**config.mk**
```make
export PLATFORM = sky130hd
export DESIGN_NAME = chan_irq_aggregator
export DESIGN_NICKNAME = d
export VERILOG_FILES = /design/src/rtl/irq_agg_pkg.sv /design/src/rtl/chan_req_sync.sv /design/src/rtl/irq_combiner.sv /design/src/rtl/ctrl_status_reg.sv /design/src/rtl/chan_irq_aggregator.sv
export SDC_FILE = /design/constraint.sdc
export NUM_CORES = 1
export LEC_CHECK = 0
export ABC_CLOCK_PERIOD_IN_PS = 2000
export CAP_MARGIN = 40
export CORE_AREA = 5 5 43 45
export DETAILED_ROUTE_END_ITERATION = 8
export DIE_AREA = 0 0 48 50
export GPL_TIMING_DRIVEN = 0
export PLACE_DENSITY = 0.78
export REMOVE_ABC_BUFFERS = 1
export SETUP_SLACK_MARGIN = 0.3
export SLEW_MARGIN = 10
export SYNTH_ARGS = -nofsm -noshare
export SYNTH_HDL_FRONTEND = slang
export SYNTH_SLANG_ARGS = --single-unit
```
**constraint.sdc**
```tcl
create_clock -name clk -period 2 [get_ports clk]
set_clock_uncertainty 0.15 [all_clocks]
set_input_delay 0.3 -clock clk [delete_from_list [all_inputs] [get_ports clk]]
set_output_delay 0.3 -clock clk [all_outputs]
set_load 0.03 [all_outputs]
```
**src/rtl/irq_agg_pkg.sv**
```systemverilog
// Package: shared sizes for the channel interrupt aggregator.
// Assumes one request line per channel and a select field of equal width.
package irq_agg_pkg;
    parameter int unsigned NUM_CH   = 4;
    parameter int unsigned SEL_W    = 4;
    parameter int unsigned SYNC_LEN = 2;
    localparam int unsigned REG_W   = NUM_CH + SEL_W;

    typedef logic [NUM_CH-1:0] ch_vec_t;
    typedef logic [SEL_W-1:0]  sel_t;
endpackage

```
**src/rtl/chan_req_sync.sv**
```systemverilog
// Module: chan_req_sync
// Brings each active-low request pin into the clock domain through a
// SYNC_LEN-stage flop chain. It outputs an active-high pending vector.
// Assumes: the pins are asynchronous; reset loads the released level (1).
module chan_req_sync #(
    parameter int unsigned NUM_CH   = 4,
    parameter int unsigned SYNC_LEN = 2
) (
    input  logic              clk,
    input  logic              rst_n,
    input  logic [NUM_CH-1:0] req_n_i,
    output logic [NUM_CH-1:0] pending_o
);
    localparam int unsigned LAST = SYNC_LEN - 1;

    for (genvar ch = 0; ch < NUM_CH; ch++) begin : g_ch
        logic [SYNC_LEN-1:0] chain_q;

        // Shift the raw pin level through the synchronizer chain.
        always_ff @(posedge clk) begin
            if (!rst_n) begin
                chain_q <= '1;
            end else begin
                chain_q <= {chain_q[SYNC_LEN-2:0], req_n_i[ch]};
            end
        end

        // Convert the settled active-low level to active-high pending.
        always_comb begin
            pending_o[ch] = ~chain_q[LAST];
        end
    end
endmodule

```
**src/rtl/irq_combiner.sv**
```systemverilog
// Module: irq_combiner
// ORs the pending vector into the shared open-drain interrupt. It drives
// an output enable and a modelled line level (low while driven).
// Assumes: the pending vector is already synchronous.
module irq_combiner #(
    parameter int unsigned NUM_CH = 4
) (
    input  logic              clk,
    input  logic              rst_n,
    input  logic [NUM_CH-1:0] pending_i,
    output logic              irq_oe_o,
    output logic              irq_n_o
);
    // Drive the shared line while any channel is pending.
    always_comb begin
        irq_oe_o = |pending_i;
        irq_n_o  = ~(|pending_i);
    end


    // With no channel pending, the line must be released.
    release_when_idle_chk: assert property (@(posedge clk) disable iff (!rst_n)
        (pending_i == '0) |-> (irq_oe_o == 1'b0 && irq_n_o == 1'b1));
endmodule

```
**src/rtl/ctrl_status_reg.sv**
```systemverilog
// Module: ctrl_status_reg
// Holds the control/status byte: {status, select}. The select field is
// written by the write strobe. The status field is loaded from the pending
// vector on the read strobe only.
// Assumes: strobes are single-cycle and synchronous to clk.
module ctrl_status_reg #(
    parameter int unsigned NUM_CH = 4,
    parameter int unsigned SEL_W  = 4
) (
    input  logic                    clk,
    input  logic                    rst_n,
    input  logic                    reg_wr_i,
    input  logic                    reg_rd_i,
    input  logic [NUM_CH+SEL_W-1:0] wr_data_i,
    input  logic [NUM_CH-1:0]       pending_i,
    output logic [NUM_CH+SEL_W-1:0] rd_data_o
);
    logic [SEL_W-1:0]  sel_q;
    logic [NUM_CH-1:0] stat_q;

    // Load the select field from the low write-data bits only.
    always_ff @(posedge clk) begin
        if (!rst_n) begin
            sel_q <= '0;
        end else if (reg_wr_i) begin
            sel_q <= wr_data_i[SEL_W-1:0];
        end
    end

    // Take a status snapshot of the pending vector on each read.
    always_ff @(posedge clk) begin
        if (!rst_n) begin
            stat_q <= '0;
        end else if (reg_rd_i) begin
            stat_q <= pending_i;
        end
    end

    // Present the register image: status above select.
    always_comb begin
        rd_data_o = {stat_q, sel_q};
    end


    // The cycle after reset, both fields are cleared.
    reset_clear_chk: assert property (@(posedge clk) disable iff (!rst_n)
        $past(!rst_n) |-> (stat_q == '0 && sel_q == '0));


    // A read loads the pending state seen at that edge.
    capture_on_read_chk: assert property (@(posedge clk) disable iff (!rst_n)
        reg_rd_i |=> (stat_q == $past(pending_i)));


    // Without a read, the status snapshot does not move.
    status_hold_chk: assert property (@(posedge clk) disable iff (!rst_n)
        (!reg_rd_i && !$past(!rst_n)) |=> $stable(stat_q));


    // Without a write, the select field does not move.
    sel_hold_chk: assert property (@(posedge clk) disable iff (!rst_n)
        !reg_wr_i |=> $stable(sel_q));


    // A write takes only the low data bits.
    sel_load_chk: assert property (@(posedge clk) disable iff (!rst_n)
        reg_wr_i |=> (sel_q == $past(wr_data_i[SEL_W-1:0])));
endmodule

```
**src/rtl/chan_irq_aggregator.sv**
```systemverilog
// Module: chan_irq_aggregator (top)
// Synchronizes the per-channel request pins and drives the shared
// open-drain interrupt. It also exposes the control/status byte on a
// strobe port. Detection does not depend on the select field.
// Assumes: synchronous active-low reset; single-cycle register strobes.
module chan_irq_aggregator
    import irq_agg_pkg::*;
(
    input  logic             clk,
    input  logic             rst_n,
    input  logic [3:0]       req_n_i,
    input  logic             reg_wr_i,
    input  logic             reg_rd_i,
    input  logic [7:0]       wr_data_i,
    output logic [7:0]       rd_data_o,
    output logic             irq_oe_o,
    output logic             irq_n_o
);
    ch_vec_t pending;

    chan_req_sync #(
        .NUM_CH   (NUM_CH),
        .SYNC_LEN (SYNC_LEN)
    ) u_sync (
        .clk       (clk),
        .rst_n     (rst_n),
        .req_n_i   (req_n_i),
        .pending_o (pending)
    );

    irq_combiner #(
        .NUM_CH (NUM_CH)
    ) u_comb (
        .clk       (clk),
        .rst_n     (rst_n),
        .pending_i (pending),
        .irq_oe_o  (irq_oe_o),
        .irq_n_o   (irq_n_o)
    );

    ctrl_status_reg #(
        .NUM_CH (NUM_CH),
        .SEL_W  (SEL_W)
    ) u_reg (
        .clk       (clk),
        .rst_n     (rst_n),
        .reg_wr_i  (reg_wr_i),
        .reg_rd_i  (reg_rd_i),
        .wr_data_i (wr_data_i),
        .pending_i (pending),
        .rd_data_o (rd_data_o)
    );


    // Two cycles of a held-low pin must reach the output.
    assert_latency_chk: assert property (@(posedge clk) disable iff (!rst_n)
        ($past(rst_n, 2) && ($past(req_n_i, 2) != 4'hF) && ($past(req_n_i) != 4'hF)
         && ($past(req_n_i, 2) == $past(req_n_i)))
        |-> irq_oe_o);
endmodule

```
==> results.md, run 1 <==
- The core region is 1440 µm².
- The clock latency of the later-clocked register in the worst-skew pair is 0.28 ns.
- The largest fanout on the critical path is 2.
- The initial antenna violation count is 0.
- From bottom edge to top edge, the die measures 50 µm.
- In this run the tightest slew margin relative to its limit is 68.4%.
- In this run, the combinational gates consume 14.8% of the power.
- The cell count after synthesis came out at 45.
- The first global-routing pass estimated 1470 µm of wire.
- For this run, the top clock speed supported by timing is 668 MHz.
- The final routed wirelength across all metal layers is 924 µm.
- For this design the ratio of total power to cell area is 855 nW/µm².
- The type of the most critical hold path is reg -> reg.
- The top-level I/O count is 26.
- Before antenna repair, the detailed router went through 2 iterations.
- In this run switching power makes up 23.7% of total power.
- The number of port buffers is 21.
- The signal on the critical path passes through and4_1 -> inv_1 -> clkbuf_2.
- The aggregate global routing overflow is 0.
- The final count of pins violating max slew came to 0.
- The pin count of the biggest net entering global routing is 17.
- The antenna diode instance count is 0.
- The die is 48 µm wide.
- The number of maximum-capacitance constraint violations is 0.
- The Yosys step of the flow raised 0 warnings.
- For this design, the CTS-stage hold fixing added 0 buffers.
- Routability-driven placement finished with a final weighted congestion of 0.624.
- The count of antenna-violating nets left after detailed routing is 0.
- The share of final-layout standard cells stronger than drive strength 1 is 8.96%.
- The global-route total usage across every layer is 9.02%.
- The number of CTS-inserted buffers is 3.
- For the finished layout, the period the worst path requires is 1.50 ns.
- Counting both buffers and inverters, the worst setup path holds a total of 2.
- The area growth from synthesis to layout is 42.7%.
- The initialized floorplan defines 14 standard-cell rows.
- In this run, the number of DRC markers left after iteration 0 of detailed routing was 6.
- The worst setup path is captured at an output port.
- The combined area of all synthesized cells is 528 µm².
- The detailed-route vias per instance is 4.31.
- The post-layout worst setup margin is 0.503 ns.
- The category of the most critical setup path is reg -> out.
- The switching power of the nets is 0.000153 W.
- Dividing the detail-routed wire length by the instance count gives 11.1 µm.
- STA puts the critical path data required time at 1.55 ns.
- CTS built an H-tree with a depth of 1.
- Summing over every cut layer, the via total after detailed routing is 358.
- The share of total power dissipated in sequential elements is 53.0%.
- The tree is rooted in a sky130_fd_sc_hd__clkbuf_4.
- Setup total negative slack on the finished layout was measured at 0 ns.
- The largest voltage drop on the vdd net is 0.335 mV.
- The average footprint of a synthesized cell is 11.7 µm².
- The TritonCTS clock tree is built.
- The largest stage delay on the critical path is 0.32 ns.
- Cell internal power was estimated by the tool at 0.000491 W.
- The floorplan step defined a die boundary enclosing 2400 µm².
- For this run, the register share of the synthesized area comes to 60.7%.
- Clock-pin slew was measured on the worst setup and hold paths at 0.09 ns.
- The post-route cell area is 753 µm².
- Once the floorplan was initialized, standard cells occupied 36.8% of the core.
- In this run, the clock network consumes 32.2% of the power.
- STA classifies the critical path startpoint as a flop.
- The TritonCTS sink count is 16.
- In the routed design, unresolved DRC markers number 0.
- The cell family contributing the most delay on the critical path is flip-flops.
- The number of global-route vias before repair was 355.
- Data on the critical path arrives at its endpoint at 1.05 ns.
- For the pin with the worst max-slew slack, the measured transition is 0.472 ns.
- The buffer levels on the longest clock path is 2.
- Summed over all cells, the static leakage comes to 0.382 nW.
- The share of the clock period used by the worst path after layout is 74.8%.
- Before CTS, the worst setup slack after placement is 0.347 ns.
- The slowest library cell on the worst path is sky130_fd_sc_hd__dfxtp_1.
- The run finished with clean final reports.
- The number of failing hold endpoints at the final stage is 0.
- After detailed placement, the total cell area comes to 737 µm².
- Yosys mapped the design onto 11 distinct sky130hd cell types.
- Setup repair after global routing left no endpoint under its margin.
- The number of nets in the layout is 84.
- In this run, synthesis produced a sequential element count of 16.
- Setup violations remaining at the end of the flow were counted as 0.
per-layer routing:
metal | GRT usage, % | part of all wire [%]
met1 | 7.93 | 38
met2 | 15.4 | 49
met3 | 4.36 | 10
met4 | 5.38 | 1.7
met5 | 0 | 0
sequential cells by signal, indices dropped and copies added, names as in the netlist:
name,count
u_reg.sel_q,4
u_sync.g_ch.chain_q,8
u_reg.stat_q,4
layout by cell type, fill, tap and decap left out:
master	count
sky130_fd_sc_hd__dfxtp_1	16
sky130_fd_sc_hd__clkdlybuf4s50_1	11
sky130_fd_sc_hd__dlygate4sd2_1	8
sky130_fd_sc_hd__nand2b_1	5
sky130_fd_sc_hd__mux2i_1	4
sky130_fd_sc_hd__nor2b_1	4
sky130_fd_sc_hd__nand2_1	4
sky130_fd_sc_hd__o211a_1	4
sky130_fd_sc_hd__or2b_1	3
sky130_fd_sc_hd__clkbuf_4	3
sky130_fd_sc_hd__clkbuf_2	2
sky130_fd_sc_hd__and4_1	1
sky130_fd_sc_hd__inv_1	1
sky130_fd_sc_hd__clkbuf_8	1
through the flow:
stage               hold WS [ns]  total power (W)  std cells  util, %
floorplan                  0.223         0.000398         42        -
global placement           0.240         0.000454         79     51.3
detailed placement         0.241         0.000457         79     51.3
CTS                        0.264         0.000658         83     53.0
global route               0.271         0.000672         83     52.4
finish                     0.262         0.000644         83     52.4
path summary, 6_finish.rpt:
check	start	to	slack, ns	cells past startpoint
setup / recovery	u_sync.g_ch[2].chain_q[1]$_SDFF_PN1_	irq_oe_o	0.50	3
hold / removal	u_sync.g_ch[3].chain_q[0]$_SDFF_PN1_	u_sync.g_ch[3].chain_q[1]$_SDFF_PN1_	0.26	1
setup reg to reg	u_reg.stat_q[3]$_SDFFE_PN0P_	u_reg.stat_q[3]$_SDFFE_PN0P_	1.21	1
hold reg to reg	u_sync.g_ch[3].chain_q[0]$_SDFF_PN1_	u_sync.g_ch[3].chain_q[1]$_SDFF_PN1_	0.26	1
cells by family after synthesis:
kind of cell | after synthesis | share of synthesized area [%]
buffers and inverters | 4 | 4.74
AOI/OAI and AO/OA | 4 | 7.58
muxes | 4 | 7.58
DFF | 16 | 60.7
and+or+nand+nor | 17 | 19.4
cell type report:
class / instances / area (µm²)
Timing Repair Buffer: 21 / 190
Tap cell: 16 / 20.0
Multi-Input combinational cell: 25 / 183
Inverter: 1 / 3.75
Fill cell: 141 / 683
Sequential cell: 16 / 320
Clock buffer: 4 / 36.3
power groups by stage:
stage | sequential, W | clock [W] | combinational, W
6_report | 0.000341 | 0.000208 | 0.0000952
5_1_grt | 0.000344 | 0.000225 | 0.000103
4_1_cts | 0.000342 | 0.000218 | 0.0000978
3_5_place_dp | 0.000350 | 0 | 0.000107
3_3_place_gp | 0.000349 | 0 | 0.000105
2_1_floorplan | 0.000367 | 0 | 0.0000305
repair_timing:
action | 4_1_cts | 5_1_grt
resized for setup | 10 | 4
setup buffers | 0 | 0
endpoints found under the hold margin | 0 | 0
gates cloned | 0 | 0
setup endpoints to repair | 10 | 2
cells in the mapped netlist:
cell type	number	share of area (%)
sky130_fd_sc_hd__dfxtp_1	16	61
sky130_fd_sc_hd__nand2b_1	5	5.9
sky130_fd_sc_hd__mux2i_1	4	7.6
sky130_fd_sc_hd__nand2_1	4	2.8
sky130_fd_sc_hd__nor2b_1	4	4.7
sky130_fd_sc_hd__o211a_1	4	7.6
sky130_fd_sc_hd__or2b_1	3	4.3
sky130_fd_sc_hd__buf_2	2	1.9
sky130_fd_sc_hd__and4_1	1	1.7
sky130_fd_sc_hd__buf_6	1	2.1
sky130_fd_sc_hd__inv_1	1	0.71
(Power assumes the default switching activity.)
==> inputs of run 2 (changes only) <==
--- a/config.mk
+++ b/config.mk
@@ -5,13 +5,13 @@
 export SDC_FILE = /design/constraint.sdc
 export NUM_CORES = 1
 export LEC_CHECK = 0
-export ABC_CLOCK_PERIOD_IN_PS = 2000
+export ABC_CLOCK_PERIOD_IN_PS = 1400
 export CAP_MARGIN = 40
-export CORE_AREA = 5 5 43 45
+export CORE_AREA = 5 5 44 46
 export DETAILED_ROUTE_END_ITERATION = 8
-export DIE_AREA = 0 0 48 50
+export DIE_AREA = 0 0 49 51
 export GPL_TIMING_DRIVEN = 0
-export PLACE_DENSITY = 0.78
+export PLACE_DENSITY = 0.75
 export REMOVE_ABC_BUFFERS = 1
 export SETUP_SLACK_MARGIN = 0.3
 export SLEW_MARGIN = 10
==> constraint.sdc (replaced) <==
create_clock -name clk -period 1.4 [get_ports clk]
set_clock_uncertainty 0.15 [all_clocks]
set_input_delay 0.21 -clock clk [delete_from_list [all_inputs] [get_ports clk]]
set_output_delay 0.21 -clock clk [all_outputs]
set_load 0.03 [all_outputs]
==> run 2 against run 1 <==
Critical endpoint unchanged. Hold slack got worse by 0.033 ns. Clock power is 40% higher. First-iteration DRC count shrank 50%. Utilization rose by 2.2 points. Die area up 4.1%. Via count is 3.4% higher. Design area increased by 6.6%. Sequential power up 45%. Power increased by 45%. Non-clock buffer count is 1 higher. Routed wire length fell by 7.6%. Highest routed layer unchanged.
==> results.md, run 2 (synthesis gave the netlist of run 1 again) <==
- The run finished with clean final reports.
- Net switching is 22.9% of the power.
- For the pin with the worst max-slew slack, the measured transition is 0.461 ns.
- The upper clock frequency limit is 730 MHz.
- The worst register-to-register path begins at u_sync.g_ch[2].chain_q[1]$_SDFF_PN1_.
- The critical path in this run is classified as reg -> out.
- Max-cap violations in this run came to 0.
- The detailed-route vias per instance is 4.40.
- The top-level I/O count is 26.
- The core outline area is 1470 µm².
- Clock-pin slew was measured on the worst setup and hold paths at 0.09 ns.
- Along the worst path, the maximum fanout reaches 2.
- The pin count of the biggest net entering global routing is 17.
- The TritonCTS sink count is 16.
- The share of final-layout standard cells stronger than drive strength 1 is 36.8%.
- The HPWL after detailed placement is 615 µm.
- The minimum period implied by the final worst setup slack is 1.37 ns.
- The count of antenna-violating nets left after detailed routing is 0.
- Hold repair after CTS inserted 0 buffers.
- The global placer's final weighted congestion is 0.614.
- The number of iterations in the first detailed-routing pass is 4.
- The die covers 2500 µm².
- For this run, design rule violations remaining after detail routing come to 0.
- The required arrival time at the worst endpoint is 1.04 ns.
- The power density over the cells is 1170 nW/µm².
- Combinational cells account for 16.3% of the total power.
- In the layout the commonest cells are 10 x sky130_fd_sc_hd__dfxtp_2, 9 x sky130_fd_sc_hd__clkdlybuf4s50_1, 9 x sky130_fd_sc_hd__buf_6, 6 x sky130_fd_sc_hd__dfxtp_1, 5 x sky130_fd_sc_hd__nand2b_1.
- TritonCTS built the clock tree.
- STA classifies the critical path endpoint as an output port.
- The analysis attributes to cell leakage a power of 0.392 nW.
- 0 antenna diodes ended up in the layout.
- The kind of start point of the critical path is a flop.
- Counting along the longest clock path gives a buffer depth of 2.
- The maximum level of the CTS H-tree is 1.
- Including well taps, the total number of placed cells is 79.
- Counting instances, the worst hold path has a depth of 3.
- The number of failing hold endpoints at the final stage was 0.
- The number of global-route vias before repair came to 322.
- In the final routed layout, each cell accounts on average for 10.2 µm.
- Setup repair after global routing could not meet its margin everywhere.
- Across all register-to-register paths, the minimum setup slack is 0.56 ns.
- Setup violations remaining at the end of the flow were counted as 0.
- The worst slew slack as a fraction of its limit is 69.3%.
- The violation count after the first detailed-route iteration is 3.
- In this run the vertical extent of the chip is 51 µm.
- IR analysis of the VDD net gives a maximum drop of 0.655 mV.
- Summed over all layers, the routed wires come to 854 µm.
- The internal portion of total power is 0.000722 W.
- The post-layout worst setup margin is 0.0306 ns.
- For this run, the total global-route usage over all layers was measured as 6.85%.
- The switching power of the nets is 0.000215 W.
- The largest registers in the layout are u_sync.g_ch.chain_q x8, u_reg.sel_q x4, u_reg.stat_q x4.
- The most critical setup path has its startpoint at u_sync.g_ch[2].chain_q[1]$_SDFF_PN1_.
- The data arrival at the endpoint of the critical path is 1.01 ns.
- The final count of pins violating max slew is 0.
- The net count of the finished layout is 85.
- The startpoint identified for the worst hold timing path is reg_wr_i.
- The flip-flop count of the largest register, all copies and words added is 8.
- The number of CTS-inserted buffers is 3.
- The initial antenna violation count is 0.
- In the finished design, the share of the clock period the worst path needs comes to 97.8%.
- The number of port buffers is 21.
- In this run the clock root is driven by a sky130_fd_sc_hd__clkbuf_4.
- In this run the critical register-to-register path is captured at u_reg.stat_q[2]$_SDFFE_PN0P_.
- The final route contains 370 vias.
- The endpoint of the worst hold-timing path is u_reg.sel_q[2]$_SDFFE_PN0P_.
- The starting density of the core is 35.9%.
- The power share of the clock group is 31.0%.
- The path class of the tightest hold or removal check is in -> reg.
- Measured in cells, the most critical reg-to-reg path has a length of 3.
- The non-filler instance count after layout is 84.
- The floorplan has 14 rows.
- At the placement stage, the worst setup path has a slack of -0.170 ns.
- For this run the aggregate overflow at the end of global routing stands at 0.
- The clock latency of the later-clocked register in the worst-skew pair is 0.27 ns.
- Compared with the post-synthesis result, the final layout area differs by 52.1%.
- The sequential fraction of design power is 52.7%.
- The first global-routing pass estimated 1260 µm of wire.
- The horizontal extent of the die is 49 µm.
- Ranked by flip-flop count, first place goes to u_sync.g_ch.chain_q.
- The library cell used most frequently in the layout, excluding fill and tap cells, is sky130_fd_sc_hd__dfxtp_2.
run 2: how the worst max path moves through the flow:
stage / to / depth (start not counted)
finish: irq_oe_o / 3
detailed placement: irq_oe_o / 3
CTS: irq_oe_o / 3
global placement: irq_oe_o / 3
floorplan: irq_oe_o / 2
global route: irq_oe_o / 3
run 2: worst max-delay path, stage by stage, from the launching register on:
cell and delay, ns:
sky130_fd_sc_hd__dfxtp_2 0.34, sky130_fd_sc_hd__and4_1 0.21, sky130_fd_sc_hd__inv_1 0.05, sky130_fd_sc_hd__buf_6 0.13
run 2: per-stage QoR:
stage	area (µm²)	setup TNS, ns	power (W)	hold WS [ns]	util [%]
floorplan	507	0	0.000568	0.133	-
global placement	737	-0.728	0.000649	0.239	50.1
detailed placement	737	-0.767	0.000650	0.242	50.1
CTS	792	0	0.000948	0.259	53.8
global route	803	-0.0129	0.000972	0.251	54.6
finish	803	0	0.000937	0.229	54.6
run 2: timing repair:
| item | 4_1_cts | 5_1_grt |
|---|---|---|
| gates resized for setup | 79 | 2 |
| buffers inserted | 0 | 1 |
| endpoints found under the setup margin | 19 | 11 |
| pin swaps | 1 | 1 |
run 2: per-layer routing:
metal | vias to the layer above | part of all wire, % | GRT usage [%]
li1 | 192 | - | -
met1 | 162 | 39 | 5.90
met2 | 14 | 48 | 10.9
met3 | 2 | 12 | 5.81
met4 | 0 | 1.2 | 4.04
met5 | - | 0 | 0
run 2: cell type report:
class,count,area [µm²]
Clock buffer,4,36.3
Fill cell,140,668
Inverter,1,3.75
Multi-Input combinational cell,25,183
Sequential cell,16,333
Tap cell,16,20.0
Timing Repair Buffer,22,228
run 2: power by group through the flow:
stage	logic [W]	clock network [W]	registers, W
floorplan	0.0000435	0	0.000525
global placement	0.000150	0	0.000498
detailed placement	0.000152	0	0.000499
CTS	0.000154	0.000300	0.000494
global route	0.000163	0.000313	0.000496
finish	0.000153	0.000291	0.000494
==> inputs of run 3 (changes only) <==
--- a/config.mk
+++ b/config.mk
@@ -5,13 +5,13 @@
 export SDC_FILE = /design/constraint.sdc
 export NUM_CORES = 1
 export LEC_CHECK = 0
-export ABC_CLOCK_PERIOD_IN_PS = 1400
+export ABC_CLOCK_PERIOD_IN_PS = 1600
 export CAP_MARGIN = 40
-export CORE_AREA = 5 5 44 46
+export CORE_AREA = 5 5 43 45
 export DETAILED_ROUTE_END_ITERATION = 8
-export DIE_AREA = 0 0 49 51
-export GPL_TIMING_DRIVEN = 0
-export PLACE_DENSITY = 0.75
+export DIE_AREA = 0 0 48 50
+export GPL_TIMING_DRIVEN = 1
+export PLACE_DENSITY = 0.78
 export REMOVE_ABC_BUFFERS = 1
 export SETUP_SLACK_MARGIN = 0.3
 export SLEW_MARGIN = 10
==> constraint.sdc (replaced) <==
create_clock -name clk -period 1.6 [get_ports clk]
set_clock_uncertainty 0.15 [all_clocks]
set_input_delay 0.24 -clock clk [delete_from_list [all_inputs] [get_ports clk]]
set_output_delay 0.24 -clock clk [all_outputs]
set_load 0.03 [all_outputs]
==> run 3 against run 2 <==
Setup slack improved by 0.18 ns. Sequential cell count unchanged. First-iteration DRC count decreased by 33%. Hold slack improved by 0.032 ns. Cell count unchanged. Clock power decreased by 12%. Critical path type unchanged. Largest cell class unchanged. Highest routed layer unchanged.
==> results.md, run 3 (synthesis gave the netlist of run 1 again) <==
- Using the TritonRoute via totals, the vias-per-cell ratio works out to 4.55.
- The upper clock frequency limit is 721 MHz.
- The buffer levels on the longest clock path is 2.
- The maximum level of the CTS H-tree is 1.
- Routability-driven placement finished with a final weighted congestion of 0.699.
- The cell sitting at the root of the clock tree is a sky130_fd_sc_hd__clkbuf_4.
- Setup repair after global routing could not meet its margin everywhere.
- The category of the most critical setup path is reg -> out.
- The number of CTS-inserted buffers is 3.
- Buffers added to address setup during post-CTS repair amount to 0.
- The total of hold buffers inserted after clock tree synthesis is 0.
- The final count of negative-setup-slack endpoints is 0.
- The largest stage delay on the critical path is 0.33 ns.
- The area added between synthesis and finish is 41.5%.
- The share of final-layout standard cells stronger than drive strength 1 is 30.9%.
- The run finished with clean final reports.
- The starting density of the core is 36.8%.
- For the pin with the worst max-slew slack, the measured transition is 0.242 ns.
- For this design the static power due to leakage is 0.371 nW.
- The min-delay analysis places its worst path in the category reg -> reg.
- The slowest stage of the critical path belongs to the cell sky130_fd_sc_hd__dfxtp_2.
- The final count of pins violating max slew is 0.
- The number of maximum-capacitance constraint violations is 0.
- The leading cell type in the layout, fill and taps excluded is sky130_fd_sc_hd__dfxtp_1.
- The initial antenna violation count was 0.
- The number of core rows is 14.
- The post-place setup slack is 0.178 ns.
- The total negative slack for setup checks is 0 ns.
- The post-layout worst setup margin is 0.213 ns.
- The top-level I/O count is 26.
- The global-route total usage across every layer is 9.58%.
- The worst setup path is captured at an output port.
- The register with the most flip-flops in the layout has 8 of them.
- The largest register by flop count is u_sync.g_ch.chain_q.
- The number of port buffers is 21.
- The number of antenna diodes in the final layout is 0.
- Clock latency on the worst-skew pair, taken at its later pin, is 0.27 ns.
- The die is 50 µm tall.
- After detailed routing, the average wire length per cell comes to 11.0 µm.
- The aggregate global routing overflow is 0.
- STA puts the critical path data required time at 1.21 ns.
- The worst-case IR drop observed on VDD is 0.468 mV.
- The kind of start point of the critical path is a flop.
- Wires add up to 924 µm.
- The die covers 2400 µm².
- The number of failing hold endpoints at the final stage was 0.
- The TritonCTS sink count is 16.
- The number of global-route vias before repair is 373.
- After detailed routing, the number of remaining DRC violations is 0.
- The total via count after detailed routing is 382.
- Counting the fill cells in the layout gives 139.
- After the last flow step, the layout net total stands at 85.
- The pin count of the biggest net entering global routing is 13.
- The horizontal extent of the die is 48 µm.
- The count of antenna-violating nets left after detailed routing is 0.
- In the final layout, the registers with the most flip-flops are u_sync.g_ch.chain_q x8, u_reg.sel_q x4, u_reg.stat_q x4.
- Of all nets on the critical path, the largest fanout is 2.
- The violation count after the first detailed-route iteration is 2.
- At the worst endpoint, the arrival time is 1.00 ns.
- The worst slew slack as a fraction of its limit is 83.8%.
- The signal on the critical path passes through and4_4 -> inv_2 -> buf_6.
- The wire length of the first global-routing pass is 1540 µm.
- Leaving out fill and tap cells, the most frequent cells in the layout are 12 x sky130_fd_sc_hd__dfxtp_1, 11 x sky130_fd_sc_hd__clkdlybuf4s50_1, 7 x sky130_fd_sc_hd__buf_2, 5 x sky130_fd_sc_hd__nand2b_1.
- The share of the clock period used by the worst path after layout is 86.7%.
- The number of iterations in the first detailed-routing pass is 2.
- After clock tree synthesis, the clock-pin slew on the worst setup and hold paths is 0.09 ns.
- The worst path needs 1.39 ns of the cycle, external delays included.
- The TritonCTS clock tree is built.
- After floorplanning, the core was sized to cover 1440 µm².
- The power density over the cells is 1080 nW/µm².
-- run 3: worst paths after layout --
check                                                     startpoint  slack [ns]                                    to  cells after the start
worst min-delay path            u_sync.g_ch[0].chain_q[0]$_SDFF_PN1_        0.26  u_sync.g_ch[0].chain_q[1]$_SDFF_PN1_                      1
worst min register to register  u_sync.g_ch[0].chain_q[0]$_SDFF_PN1_        0.26  u_sync.g_ch[0].chain_q[1]$_SDFF_PN1_                      1
worst max-delay path            u_sync.g_ch[2].chain_q[1]$_SDFF_PN1_        0.21                              irq_oe_o                      3
worst max register to register          u_reg.stat_q[3]$_SDFFE_PN0P_        0.83          u_reg.stat_q[3]$_SDFFE_PN0P_                      1
-- run 3: timing repair --
item                                   4_1_cts  5_1_grt
endpoints found under the hold margin        0        0
setup endpoints to repair                   10        3
pin swaps                                    1        1
gates cloned                                 0        0
resized for setup                           39        6
-- run 3: critical path: cells and delay by family (launching register included) --
kind | cells | cell delay [ns]
flip-flops | 1 | 0.33
AND/OR/NAND/NOR | 1 | 0.23
buffers and inverters | 2 | 0.16
-- run 3: per-layer routing --
layer,share of wire (%),track usage [%],up-vias
li1,-,-,191
met4,1.5,6.73,0
met5,0,0,-
met3,10,4.36,2
met2,52,14.3,12
met1,36,10.1,177
-- run 3: through the flow --
stage	std cells	cell area (µm²)	hold WS [ns]	power, W	util, %
after floorplan	42	507	0.163	0.000497	-
after global placement	80	739	0.240	0.000567	51.5
after detailed placement	80	739	0.245	0.000570	51.5
after CTS	84	746	0.269	0.000820	51.9
after global routing	84	747	0.291	0.000858	52.0
final	84	747	0.261	0.000809	52.0
-- run 3: area by class of cell --
class                      count  area (µm²)  share of cell area (%)
timing repair buffer          22         176                    23.6
tap                           16        20.0                    2.68
multi-input combinational     25         185                    24.8
clock buffer                   4        36.3                    4.86
inverter                       1        3.75                   0.503
sequential                    16         325                    43.6
-- run 3: where the power goes --
group	switching, W	internal, W	total, W
clock network	0.000117	0.000138	0.000255
registers	0.00000783	0.000420	0.000428
logic	0.0000636	0.0000623	0.000126
total	0.000188	0.000620	0.000809
